==> src/rtl/pscfg_pkg.sv <==
package pscfg_pkg;

    typedef enum logic [2:0] {
        ST_IDLE,
        ST_DELAY,
        ST_DETECT,
        ST_DUAL,
        ST_TP_WAIT,
        ST_TP_SOFT,
        ST_TP_ON
    } seq_state_e;

    typedef struct packed {
        logic pd_weak;
        logic pd_strong;
        logic soft_on;
        logic pu_strong;
        logic done;
    } pin_drive_t;

    typedef struct packed {
        seq_state_e state;
        logic       two_phase;
    } seq_regs_t;

endpackage

==> src/rtl/pscfg_tick_timer.sv <==
module pscfg_tick_timer #(
    parameter int CW = 8
) (
    input  logic          clk,
    input  logic          rst_n,
    input  logic          clr,
    output logic [CW-1:0] cnt
);
    localparam logic [CW-1:0] CNT_MAX = {CW{1'b1}};

    logic [CW-1:0] cnt_d, cnt_q;

    always_comb begin
        if (clr)                 cnt_d = '0;
        else if (cnt_q != CNT_MAX) cnt_d = cnt_q + 1'b1;
        else                     cnt_d = cnt_q;
    end

    always_ff @(posedge clk or negedge rst_n) begin
        if (!rst_n) cnt_q <= '0;
        else        cnt_q <= cnt_d;
    end

    assign cnt = cnt_q;
endmodule

==> src/rtl/pscfg_drive_dec.sv <==
module pscfg_drive_dec
    import pscfg_pkg::*;
(
    input  seq_state_e state,
    output pin_drive_t drv
);
    always_comb begin
        drv = '0;
        unique case (state)
            ST_DETECT:  drv.pd_weak   = 1'b1;
            ST_DUAL:    drv.done      = 1'b1;
            ST_TP_WAIT: drv.pd_strong = 1'b1;
            ST_TP_SOFT: drv.soft_on   = 1'b1;
            ST_TP_ON: begin
                drv.pu_strong = 1'b1;
                drv.done      = 1'b1;
            end
            default: drv = '0;
        endcase
    end
endmodule

==> src/rtl/pstage_cfg_seq.sv <==
module pstage_cfg_seq
    import pscfg_pkg::*;
#(
    parameter int DLY_TICKS = 438,
    parameter int WIN_TICKS = 6625000
) (
    input  logic clk,
    input  logic rst_n,
    input  logic vin_ok,
    input  logic vcc_ok,
    input  logic en_a,
    input  logic en_b,
    input  logic pin_hi_det,
    input  logic pin_top_det,
    input  logic pg_a,
    input  logic pg_b,
    output logic mode_two_phase,
    output logic pd_weak_en,
    output logic pd_strong_en,
    output logic soft_on_en,
    output logic pu_strong_en,
    output logic seq_done
);
    localparam int SPAN = (DLY_TICKS > WIN_TICKS) ? DLY_TICKS : WIN_TICKS;
    localparam int CW   = $clog2(SPAN + 1);
    localparam logic [CW-1:0] DLY_LAST = CW'(DLY_TICKS - 1);
    localparam logic [CW-1:0] WIN_LAST = CW'(WIN_TICKS - 1);

    seq_regs_t     r_d, r_q;
    logic [CW-1:0] tick;
    logic          tick_clr;
    logic          sup_ok, any_en, pg_both;
    pin_drive_t    drv;

    assign sup_ok  = vin_ok & vcc_ok;
    assign any_en  = en_a | en_b;
    assign pg_both = pg_a & pg_b;

    always_comb begin
        r_d = r_q;
        if (!sup_ok) begin
            r_d.state     = ST_IDLE;
            r_d.two_phase = 1'b0;
        end else begin
            unique case (r_q.state)
                ST_IDLE:    if (any_en) r_d.state = ST_DELAY;
                ST_DELAY:   if (tick == DLY_LAST) r_d.state = ST_DETECT;
                ST_DETECT: begin
                    if (tick == WIN_LAST) begin
                        if (pin_hi_det) begin
                            r_d.state     = ST_DUAL;
                            r_d.two_phase = 1'b0;
                        end else begin
                            r_d.state     = ST_TP_WAIT;
                            r_d.two_phase = 1'b1;
                        end
                    end
                end
                ST_DUAL:    r_d.state = ST_DUAL;
                ST_TP_WAIT: if (pg_both) r_d.state = ST_TP_SOFT;
                ST_TP_SOFT: begin
                    if (!pg_both)         r_d.state = ST_TP_WAIT;
                    else if (pin_top_det) r_d.state = ST_TP_ON;
                end
                ST_TP_ON:   if (!pg_both) r_d.state = ST_TP_WAIT;
                default: begin
                    r_d.state     = ST_IDLE;
                    r_d.two_phase = 1'b0;
                end
            endcase
        end
    end

    always_ff @(posedge clk or negedge rst_n) begin
        if (!rst_n) r_q <= '{state: ST_IDLE, two_phase: 1'b0};
        else        r_q <= r_d;
    end

    assign tick_clr = (r_d.state != r_q.state);

    pscfg_tick_timer #(.CW(CW)) u_timer (
        .clk   (clk),
        .rst_n (rst_n),
        .clr   (tick_clr),
        .cnt   (tick)
    );

    pscfg_drive_dec u_dec (
        .state (r_q.state),
        .drv   (drv)
    );

    assign mode_two_phase = r_q.two_phase;
    assign pd_weak_en     = drv.pd_weak;
    assign pd_strong_en   = drv.pd_strong;
    assign soft_on_en     = drv.soft_on;
    assign pu_strong_en   = drv.pu_strong;
    assign seq_done       = drv.done;
endmodule

==> config.mk <==
export PLATFORM = sky130hd
export DESIGN_NAME = pstage_cfg_seq
export DESIGN_NICKNAME = d
export VERILOG_FILES = /design/src/rtl/pscfg_pkg.sv /design/src/rtl/pscfg_tick_timer.sv /design/src/rtl/pscfg_drive_dec.sv /design/src/rtl/pstage_cfg_seq.sv
export SDC_FILE = /design/constraint.sdc
export NUM_CORES = 1
export LEC_CHECK = 0
export ABC_AREA = 1
export CORE_MARGIN = 2
export CORE_UTILIZATION = 35
export CTS_BUF_LIST = sky130_fd_sc_hd__clkbuf_8
export DETAILED_ROUTE_END_ITERATION = 12
export GPL_TIMING_DRIVEN = 0
export PLACE_DENSITY = 0.57
export SLEW_MARGIN = 30
export SYNTH_ARGS = -nofsm -noshare
export SYNTH_HDL_FRONTEND = slang
export SYNTH_HIERARCHICAL = 1
export SYNTH_SLANG_ARGS = --single-unit
export TNS_END_PERCENT = 1
==> constraint.sdc <==
create_clock -name clk -period 2.95 [get_ports clk]
set_clock_uncertainty 0.05 [all_clocks]
set_input_delay 0.59 -clock clk [delete_from_list [all_inputs] [get_ports clk]]
set_output_delay 0.59 -clock clk [all_outputs]
set_load 0.02 [all_outputs]
==> flow_summary.toml <==
[outcome]
status = "completed"

[yosys]
async_flop_share_pct = 100.0
synth-seq-area-share_pct = 32.99
synth_cell_types = 29
synthMostInstantiatedCell = "nand2_1"
syn_area_um2 = 2048
yosys_warnings = 6
synth_common_cells = "110 x nand2_1, 49 x nor2_1, 39 x nand3_1, 32 x inv_1, 27 x dfrtp_1"
synth_top_area_cell = "dfrtp_1"
synthTopCellsByArea = "dfrtp_1 33%, nand2_1 20%, nand3_1 9.5%"
netlist.area_leader.share_pct = 32.99
synth-edff-count = 0
syn-num-nets = 333
avgSynthCellArea_um2 = 6.361
synth.ff_latch_count = 27
ys.flop_type = "dfrtp_1"
synth_cells = 322

[sta]
fmax_ghz = 0.3853
worst_pin_slew_ns = 0.6554
hold_viol_final = 0
rsz0062_at_grt = "false"
final-setup-viol-count = 0
fin_ws_ns = 0.3548
drv_slew = 0
whs_ns = 0.2792
relSlewSlack_pct = 56.31
fin_crit_sh_pct = 87.97
period_needed_ns = 2.595
finalSetupTns_ns = 0

[die]
start_util_pct = 36.75
ios = 16
core_um2 = 5574
design.die.area_um2 = 6480
die_h_um = 80.50
fp-row-count = 27
die_x_um = 80.50

[global_routing]
grt.overflow.total = 0
grt_pass1_wl_um = 8845
grt_pass1_vias = 1853
antenna_found_initial = 0
grt_max_degree = 28
grt_usage_pct = 17.57

[clocking]
hold_buffers = 0
cts_tree = "yes"
cts_root_buf = "clkbuf_8"
postCtsSetupBuffers = 0
postCtsResizedCells = 0
insertion_delay_ns = 0.28
htreeDepth = 1
clock-sinks = 27
clockBufferDepth = 2
clk_pin_slew_worst_paths_ns = 0.10
numCtsBuffers = 3

[route]
drtAntennaViolNets = 0
drc = 0
wl_per_cell_um = 12.69
num_vias = 2051
drt_wl_total_um = 5242
dr.pass1.iters = 4
vias_per_cell = 4.966
drt_iter0_drc = 187

[worst_setup_path]
crit_path_start_kind = "flip-flop"
critPathArrivalTime_ns = 2.77
crit_path_max_incr_delay_ns = 0.57
reg2reg_to = "u_timer/cnt[15]$_DFFE_PN0P_"
worstSetupPathType = "flip-flop to flip-flop"
endpoint_kind = "flip-flop"
r2r_slack_ns = 0.35
worstPathRequired_ns = 3.12
ff2ff_path_depth = 15
cpMaxStageDelayCell = "dfrtp_1"
cp_common_cell = "nand2_1"
cp_cell_sequence = "nand2_1 > inv_1 > nand2_1 > nor2_2 > nand3_1 > a21oi_1 > nand2_1 > nand2_1 > nand2_1 > nand2_1 > nand3_2 > inv_1 > buf_1 > nand3_1 > nand2_1"
crit_path_max_fanout = 10
worst_r2r_startpoint = "u_timer/cnt[0]$_DFFE_PN0P_"

[finish]
n_antenna_cell = 0
fin_nets = 353
fillers = 613
seqCellArea_um2 = 675.6
drive_gt1_share_pct = 10.26
multi_input_area_um2 = 1191
synthToLayoutAreaGrowth_pct = 13.74

[power]
ir_drop_v = 0.0002014
power.leakage_nw = 1.126
powerDensity_nw_per_um2 = 339.6

[worst_hold_path]
hp-class = "primary input to asynchronous set/reset pin"

[placement]
place_hpwl_um = 4059
gp_congestion = 0.8823
io_buffers = 15
place_ws_ns = 0.1478

[job]
drv_cap = 0
-- placed cells by master, fill, tap and decap left out, drive strengths merged --
cell type      synthesis  routed
nand2                113     113
nor2                  56      56
nand3                 42      42
inv                   38      38
dfrtp                 27      27
clkdlybuf4s50          0      14
nand4                 12      12
a21oi                  6       6
o21bai                 6       6
buf                    5       6
or2                    5       5
nor3                   5       5
clkbuf                 0       3
o21ai                  3       3
o211ai                 1       1
clkinv                 0       1
o31ai                  1       1
and2                   1       1
ha                     1       1
-- stage by stage --
step	instance area, um^2	total power, mW	cells	util [%]
2_1_floorplan	2048	0.5198	322	-
3_3_place_gp	2288	0.5793	409	41.06
3_5_place_dp	2283	0.5793	409	40.97
4_1_cts	2330	0.8019	413	41.80
5_1_grt	2330	0.8427	413	41.80
6_report	2330	0.7913	413	41.80
-- power by group --
part	internal, mW	leakage, nW	switching [mW]
combinational	0.0505	0.728	0.0811
clock	0.0950	0.0255	0.127
sequential	0.390	0.372	0.0474
-- kinds of logic after synthesis --
| logic type | Yosys count | synth area share [%] |
|---|---|---|
| compound gates | 17 | 5.131 |
| fa+ha+maj | 1 | 0.6108 |
| buf+inv | 43 | 8.857 |
| flops | 27 | 32.99 |
| simple gates | 234 | 52.41 |
-- worst max path at each step --
| stage | start | endpoint | cells past startpoint |
|---|---|---|---|
| 2_1_floorplan | u_timer/cnt[0]$_DFFE_PN0P_ | u_timer/cnt[3]$_DFFE_PN0P_ | 15 |
| 3_3_place_gp | pin_top_det | u_timer/cnt[12]$_DFFE_PN0P_ | 14 |
| 3_5_place_dp | pin_top_det | u_timer/cnt[15]$_DFFE_PN0P_ | 14 |
| 4_1_cts | u_timer/cnt[0]$_DFFE_PN0P_ | u_timer/cnt[15]$_DFFE_PN0P_ | 15 |
| 5_1_grt | u_timer/cnt[0]$_DFFE_PN0P_ | u_timer/cnt[15]$_DFFE_PN0P_ | 15 |
| 6_report | u_timer/cnt[0]$_DFFE_PN0P_ | u_timer/cnt[15]$_DFFE_PN0P_ | 15 |
-- layer usage --
layer | vias to the layer above | GRT usage, % | share of wire, %
met5 | - | 0 | 0
met4 | 0 | 4.068 | 0.84
met3 | 5 | 2.247 | 4.1
met2 | 39 | 30.00 | 46
met1 | 945 | 23.54 | 49
li1 | 1062 | - | -
-- worst max-delay path, delay by kind of cell, from the launching register on --
kind | cells | cell delay, ns
buffers and inverters | 3 | 0.71
AND/OR/NAND/NOR | 11 | 1.08
AO/OA/AOI/OAI | 1 | 0.14
flip-flops | 1 | 0.57
-- sequential cells by signal, indices dropped and copies added (netlist names) --
name            flops
u_timer/cnt        23
mode_two_phase      1
r_q                 3
-- final cells by class --
| type | instances | area share [%] |
|---|---|---|
| Tap cell | 72 | 3.867 |
| Sequential cell | 27 | 29.00 |
| Inverter | 38 | 6.122 |
| Clock buffer | 3 | 1.772 |
| Multi-Input combinational cell | 252 | 51.13 |
| Timing Repair Buffer | 15 | 6.230 |
| Buffer | 5 | 1.665 |
| Clock inverter | 1 | 0.2148 |
(Power assumes the default switching activity.)
